**src/rtl/plane_pix_pkg.sv**
```systemverilog
package plane_pix_pkg;
  localparam logic [7:0] DIRECT_TAG = 8'h03;

  typedef struct packed {
    logic        direct;
    logic        bgr;
    logic [23:0] rgb;   // {r, g, b}, direct pixels only
    logic        sof;
    logic        eol;
  } pix_meta_t;

  function automatic logic [31:0] pack_px(input logic [23:0] rgb, input logic bgr);
    return bgr ? {8'h00, rgb[7:0], rgb[15:8], rgb[23:16]} : {8'h00, rgb};
  endfunction
endpackage

```
**src/rtl/pix_decode.sv**
```systemverilog
module pix_decode (
  input  logic [7:0]  ctrl_tag_i,
  input  logic [23:0] true_lo_i,
  output logic        direct_o,
  output logic [23:0] rgb_o
);
  import plane_pix_pkg::*;

  assign direct_o = (ctrl_tag_i == DIRECT_TAG);
  // memory order pad,b,g,r -> {r,g,b}
  assign rgb_o    = {true_lo_i[7:0], true_lo_i[15:8], true_lo_i[23:16]};
endmodule

```
**src/rtl/pix_pos_ctr.sv**
```systemverilog
module pix_pos_ctr #(
  parameter int MAX_W = 1024,
  parameter int MAX_H = 768
) (
  input  logic        clk_i,
  input  logic        rst_ni,
  input  logic        step_i,
  input  logic [15:0] width_i,
  input  logic [15:0] height_i,
  output logic        sof_o,
  output logic        eol_o
);
  localparam int XW = $clog2(MAX_W);
  localparam int YW = $clog2(MAX_H);
  localparam logic [XW-1:0] X_ONE = 1;
  localparam logic [YW-1:0] Y_ONE = 1;

  logic [XW-1:0] x_q;
  logic [YW-1:0] y_q;
  logic [15:0]   w_lim, h_lim;
  logic          last_x, last_y;

  always_comb begin
    w_lim  = (width_i  > 16'(MAX_W)) ? 16'(MAX_W) : width_i;
    h_lim  = (height_i > 16'(MAX_H)) ? 16'(MAX_H) : height_i;
    last_x = (16'(x_q) + 16'd1) >= w_lim;
    last_y = (16'(y_q) + 16'd1) >= h_lim;
  end

  always_ff @(posedge clk_i or negedge rst_ni) begin
    if (!rst_ni) begin
      x_q <= '0;
      y_q <= '0;
    end else if (step_i) begin
      if (last_x) begin
        x_q <= '0;
        y_q <= last_y ? '0 : y_q + Y_ONE;
      end else begin
        x_q <= x_q + X_ONE;
      end
    end
  end

  assign sof_o = (x_q == '0) && (y_q == '0);
  assign eol_o = last_x;


  eol_wrap_chk: assert property (@(posedge clk_i) disable iff (!rst_ni)
    (step_i && eol_o) |=> (x_q == '0));

  frame_wrap_chk: assert property (@(posedge clk_i) disable iff (!rst_ni)
    (step_i && eol_o && last_y) |=> sof_o);
endmodule

```
**src/rtl/plane_pix_sel.sv**
```systemverilog
module plane_pix_sel #(
  parameter int MAX_W  = 1024,
  parameter int MAX_H  = 768,
  parameter int IDX_W  = 8,
  parameter int WORD_W = 32
) (
  input  logic              clk_i,
  input  logic              rst_ni,
  input  logic [15:0]       width_i,
  input  logic [15:0]       height_i,
  input  logic              bgr_i,
  input  logic              in_valid_i,
  output logic              in_ready_o,
  input  logic [IDX_W-1:0]  in_index_i,
  input  logic [WORD_W-1:0] in_true_i,
  input  logic [WORD_W-1:0] in_ctrl_i,
  output logic              pal_en_o,
  output logic [IDX_W-1:0]  pal_addr_o,
  input  logic [23:0]       pal_data_i,
  output logic              out_valid_o,
  input  logic              out_ready_i,
  output logic [31:0]       out_pixel_o,
  output logic              out_sof_o,
  output logic              out_eol_o
);
  import plane_pix_pkg::*;

  localparam int TAG_LSB = WORD_W - 8;

  logic        en, acc;
  logic        dir_d, sof_d, eol_d;
  logic [23:0] rgb_d;
  logic        a_valid_q;
  pix_meta_t   a_meta_q;
  logic        out_valid_q, out_sof_q, out_eol_q;
  logic [31:0] out_pixel_q;
  logic        unused_bits;

  assign unused_bits = ^{in_ctrl_i[TAG_LSB-1:0], in_true_i[WORD_W-1:24]};

  // single enable: whole pipe advances unless the output is stalled
  assign en         = !out_valid_q || out_ready_i;
  assign acc        = in_valid_i && en;
  assign in_ready_o = en;
  assign pal_en_o   = acc;
  assign pal_addr_o = in_index_i;

  pix_decode u_decode (
    .ctrl_tag_i (in_ctrl_i[WORD_W-1:TAG_LSB]),
    .true_lo_i  (in_true_i[23:0]),
    .direct_o   (dir_d),
    .rgb_o      (rgb_d)
  );

  pix_pos_ctr #(.MAX_W(MAX_W), .MAX_H(MAX_H)) u_pos (
    .clk_i    (clk_i),
    .rst_ni   (rst_ni),
    .step_i   (acc),
    .width_i  (width_i),
    .height_i (height_i),
    .sof_o    (sof_d),
    .eol_o    (eol_d)
  );

  // stage A: waits for palette read data
  always_ff @(posedge clk_i or negedge rst_ni) begin
    if (!rst_ni) begin
      a_valid_q <= 1'b0;
      a_meta_q  <= '0;
    end else if (en) begin
      a_valid_q <= in_valid_i;
      if (in_valid_i) a_meta_q <= '{direct: dir_d, bgr: bgr_i, rgb: rgb_d, sof: sof_d, eol: eol_d};
    end
  end

  // output stage
  always_ff @(posedge clk_i or negedge rst_ni) begin
    if (!rst_ni) begin
      out_valid_q <= 1'b0;
      out_pixel_q <= '0;
      out_sof_q   <= 1'b0;
      out_eol_q   <= 1'b0;
    end else if (en) begin
      out_valid_q <= a_valid_q;
      if (a_valid_q) begin
        out_pixel_q <= pack_px(a_meta_q.direct ? a_meta_q.rgb : pal_data_i, a_meta_q.bgr);
        out_sof_q   <= a_meta_q.sof;
        out_eol_q   <= a_meta_q.eol;
      end
    end
  end

  assign out_valid_o = out_valid_q;
  assign out_pixel_o = out_pixel_q;
  assign out_sof_o   = out_sof_q;
  assign out_eol_o   = out_eol_q;


  stall_hold_chk: assert property (@(posedge clk_i) disable iff (!rst_ni)
    (out_valid_o && !out_ready_i) |=> (out_valid_o && $stable(out_pixel_o) && $stable(out_sof_o) && $stable(out_eol_o)));

  pipe_flow_chk: assert property (@(posedge clk_i) disable iff (!rst_ni)
    (in_valid_i && in_ready_o) |=> a_valid_q);

  pipe_out_chk: assert property (@(posedge clk_i) disable iff (!rst_ni)
    (a_valid_q && in_ready_o) |=> out_valid_o);
endmodule

```
**config.mk**
```make
export PLATFORM = sky130hd
export DESIGN_NAME = plane_pix_sel
export DESIGN_NICKNAME = d
export VERILOG_FILES = /design/src/rtl/plane_pix_pkg.sv /design/src/rtl/pix_decode.sv /design/src/rtl/pix_pos_ctr.sv /design/src/rtl/plane_pix_sel.sv
export SDC_FILE = /design/constraint.sdc
export NUM_CORES = 1
export LEC_CHECK = 0
export BUFFER_PORTS_ARGS = -buffer_cell sky130_fd_sc_hd__buf_2
export CAP_MARGIN = 20
export CORE_MARGIN = 4
export CORE_UTILIZATION = 50
export DETAILED_ROUTE_END_ITERATION = 6
export HOLD_SLACK_MARGIN = 0.03
export PLACE_DENSITY = 0.85
export SLEW_MARGIN = 20
export SYNTH_ARGS = -nofsm -noshare
export SYNTH_HDL_FRONTEND = slang
export SYNTH_SLANG_ARGS = --single-unit
export TNS_END_PERCENT = 50
```
**constraint.sdc**
```tcl
create_clock -name clk_i -period 3.45 [get_ports clk_i]
set_input_delay 0.5175 -clock clk_i [delete_from_list [all_inputs] [get_ports clk_i]]
set_output_delay 0.5175 -clock clk_i [all_outputs]
set_load 0.02 [all_outputs]
```
==> flow_results.xml <==
<?xml version="1.0" encoding="UTF-8"?>
<metrics>
  <group name="drt">
    <metric name="dr.pass1.iters" unit="">4</metric>
    <metric name="routed_via_density" unit="">5.62</metric>
    <metric name="dr_total_vias" unit="">3828</metric>
    <metric name="postRouteWirelength" unit="µm">10800</metric>
    <metric name="postRouteAntennaNets" unit="">0</metric>
    <metric name="first_iter_violations" unit="">347</metric>
    <metric name="drc" unit="">0</metric>
    <metric name="routed_wire_length_per_instance" unit="µm">15.9</metric>
  </group>
  <group name="logic_synthesis">
    <metric name="postSynth.topFlopCell" unit="">dfrtp_1</metric>
    <metric name="synthDominantCellAreaShare" unit="%">41.4</metric>
    <metric name="ys_top_cells_by_area" unit="">dfrtp_1, nand2_1, mux4_2</metric>
    <metric name="syn-instance-count" unit="">456</metric>
    <metric name="synth-edff-count" unit="">0</metric>
    <metric name="syn_area_per_cell" unit="µm²">10.1</metric>
    <metric name="synth_sequential_area_ratio" unit="%">41.4</metric>
    <metric name="async_reset_ff_share" unit="%">100</metric>
    <metric name="synth_seq_cells" unit="">76</metric>
    <metric name="synthesis.area" unit="µm²">4590</metric>
    <metric name="yosysWarnings" unit="">0</metric>
    <metric name="netlist.top_cell.by_area" unit="">dfrtp_1</metric>
    <metric name="yosys.cell_types.count" unit="">53</metric>
  </group>
  <group name="die">
    <metric name="die_area" unit="µm²">10800</metric>
    <metric name="die_height" unit="µm">104</metric>
    <metric name="start_util" unit="%">51.9</metric>
    <metric name="floorplan.rows" unit="">34</metric>
    <metric name="horizontal_die_dimension" unit="µm">104</metric>
    <metric name="floorplan.io_pins" unit="">178</metric>
    <metric name="placeableCoreArea" unit="µm²">8850</metric>
  </group>
  <group name="layout">
    <metric name="areaGrowthSynthToFinish" unit="%">19.1</metric>
    <metric name="fin_nets" unit="">727</metric>
    <metric name="fin_util" unit="%">61.8</metric>
    <metric name="insertedDiodeCount" unit="">0</metric>
    <metric name="layout-drive-gt1-share" unit="%">33.5</metric>
  </group>
  <group name="sta">
    <metric name="setup_viol_count_final" unit="">0</metric>
    <metric name="drv_slew" unit="">0</metric>
    <metric name="post-route-min-period" unit="ns">3.09</metric>
    <metric name="max_clock_freq" unit="MHz">324</metric>
    <metric name="max_slew.worst_pin.slew" unit="ns">0.968</metric>
    <metric name="hold_viol" unit="">0</metric>
    <metric name="setup_tns" unit="ns">0</metric>
    <metric name="fin_skew" unit="ns">0.0126</metric>
    <metric name="grt_setup_unrepaired" unit="">no</metric>
    <metric name="timing.slew.headroom" unit="%">35.3</metric>
    <metric name="final_min_period_over_clock_period" unit="%">89.5</metric>
  </group>
  <group name="worst_setup_path">
    <metric name="critical_path_peak_fanout" unit="">17</metric>
    <metric name="worst-r2r-cell-count" unit="">10</metric>
    <metric name="setup.worst_path.end_class" unit="">flip-flop</metric>
    <metric name="largest_stage_delay_on_the_critical_path" unit="ns">0.49</metric>
    <metric name="timing.critical_path.cells" unit="">and3_1 &gt; nand3_1 &gt; nor2_1 &gt; xor2_1 &gt; ha_1 &gt; and3_1 &gt; a221oi_4 &gt; nand2_4 &gt; and3_4 &gt; mux2_4</metric>
    <metric name="crit_slowest_cell" unit="">dfrtp_1</metric>
    <metric name="critPathMostFrequentCell" unit="">and3_1</metric>
    <metric name="startpoint_type" unit="">flip-flop</metric>
    <metric name="critical_path_class" unit="">flip-flop to flip-flop</metric>
    <metric name="worstPathArrival" unit="ns">3.31</metric>
    <metric name="endpoint_required_time_on_the_critical_path" unit="ns">3.68</metric>
  </group>
  <group name="cts">
    <metric name="clock_sink_count" unit="">76</metric>
    <metric name="h-tree-depth" unit="">3</metric>
    <metric name="post_cts_setup_repair_buffer_count" unit="">0</metric>
    <metric name="postCtsResizedCells" unit="">0</metric>
    <metric name="post_cts_hold_buffer_count" unit="">0</metric>
    <metric name="cts_tree" unit="">yes</metric>
    <metric name="max-clock-path-buffers" unit="">2</metric>
    <metric name="clock_insertion_delay_worst_skew" unit="ns">0.34</metric>
    <metric name="clock_tree.root_cell" unit="">clkbuf_8</metric>
    <metric name="cts-buffers-inserted" unit="">9</metric>
    <metric name="worst_setup_hold_path_clk_slew" unit="ns">0.09</metric>
  </group>
  <group name="grt">
    <metric name="grt_first_pass_wirelength" unit="µm">18400</metric>
    <metric name="grt_use_total" unit="%">20.4</metric>
    <metric name="grt_pass1_vias" unit="">3897</metric>
    <metric name="antenna_found_initial" unit="">0</metric>
    <metric name="grt-ovfl-total" unit="">0</metric>
    <metric name="grt_start_max_net_pins" unit="">77</metric>
  </group>
  <group name="min_path">
    <metric name="min-delay-path-class" unit="">input port to async pin</metric>
  </group>
  <group name="outcome">
    <metric name="run_status" unit="">complete, no violations</metric>
  </group>
  <group name="pwr">
    <metric name="static_leakage" unit="µW">0.00272</metric>
    <metric name="p_per_area" unit="nW/µm²">527</metric>
    <metric name="max-vdd-ir-drop" unit="V">0.000214</metric>
  </group>
  <group name="placement">
    <metric name="port-buffer-count" unit="">121</metric>
    <metric name="dpl.hpwl" unit="µm">8200</metric>
    <metric name="gp_routability_congestion" unit="">0.822</metric>
  </group>
  <group name="job">
    <metric name="max_capacitance_violation_count" unit="">0</metric>
  </group>
</metrics>
## critical path, delay by kind of cell, from the launching register on
family / cells / cell delay, ns
DFF: 1 / 0.49
xor gates and xnor gates: 1 / 0.26
muxes: 1 / 0.26
AOI/OAI and AO/OA: 1 / 0.34
and+or+nand+nor: 6 / 1.32
adders and majority gates: 1 / 0.29
## flip-flops by register name, summed over array words and instances (netlist names)
register and flops:
u_pos.x_q 10, out_sof_o 1, out_pixel_o 24, out_valid_o 1, a_valid_q 1, out_eol_o 1
u_pos.y_q 10, a_meta_q 28
## stage by stage
step                      std cells  hold WS [ns]  setup slack (ns)  power (µW)  cell area [µm²]
after floorplan                 463         0.222             0.297        1800             4620
after global placement          665         0.449             0.325        2030             5230
after detailed placement        665         0.463             0.242        2090             5230
after CTS                       681         0.340             0.390        2900             5470
after global routing            681         0.350             0.211        3050             5470
final                           681         0.295             0.364        2880             5470
## cell usage after synthesis (all sizes together) (4+ instances only)
master	instances
a21oi	4
a22o	8
a41o	4
and2	5
and3	6
buf	27
clkbuf	11
dfrtp	76
ha	26
inv	7
mux2	19
mux2i	8
mux4	16
nand2	120
nand3	9
nand4	8
nor2	20
nor3	4
nor4	7
o211ai	5
o21ai	16
xnor2	8
xor2	8
## layout by cell type (no fill, tap or decap), types with 4 or more instances in the layout
master and instances:
a22o_1 8, a41o_1 4, and2_1 5, and3_1 5, buf_2 120, buf_4 12
clkbuf_8 9, conb_1 9, dfrtp_1 75, ha_1 26, inv_1 7, mux2_2 18
mux2i_1 8, mux4_2 16, nand2_1 119, nand3_1 9, nand4_1 8, nor2_1 20
nor3_1 4, nor4_1 7, o211ai_1 4, o21ai_0 16, xnor2_1 8, xor2_1 8
## area by class of cell
cell class / instances / area [µm²]
Inverter: 7 / 26.3
Fill cell: 701 / 3380
Timing Repair Buffer: 132 / 691
Multi-Input combinational cell: 342 / 2470
Tap cell: 108 / 135
Clock inverter: 6 / 113
Clock buffer: 10 / 128
Sequential cell: 76 / 1900
## cell families after synthesis
kind of cell	count (synthesis)	share of synthesized area, %
other cells	2	0.164
mux	43	14.3
flops	76	41.4
fa+ha+maj	26	7.08
simple gates	189	18.2
buf+inv	45	5.28
xor+xnor	16	3.05
compound gates	59	10.5
## metal layers
metal / wire [µm] / vias to the layer above / track usage (%) / part of all wire, %
li1: - / 1816 / - / -
met1: 4450 / 1855 / 25.4 / 41
met2: 5630 / 141 / 36.2 / 52
met3: 647 / 16 / 4.79 / 6.0
met4: 89 / 0 / 3.99 / 0.82
met5: 0 / - / 0 / 0
## power breakdown
group          switching (µW)  internal (µW)
clock                     331            482
combinational             483            373
sequential                144           1070
## final timing paths
kind                                from               to  slack [ns]
max                         u_pos.x_q[2]     u_pos.y_q[0]        0.36
min                               rst_ni  out_pixel_o[18]        0.30
max reg2reg                 u_pos.x_q[2]     u_pos.y_q[0]        0.36
min reg2reg                    a_valid_q      out_valid_o        0.48
max in group asynchronous         rst_ni     a_meta_q[27]        2.48
min in group clk_i         in_true_i[16]      a_meta_q[2]        0.36
Power figures use the tool's default switching activity.
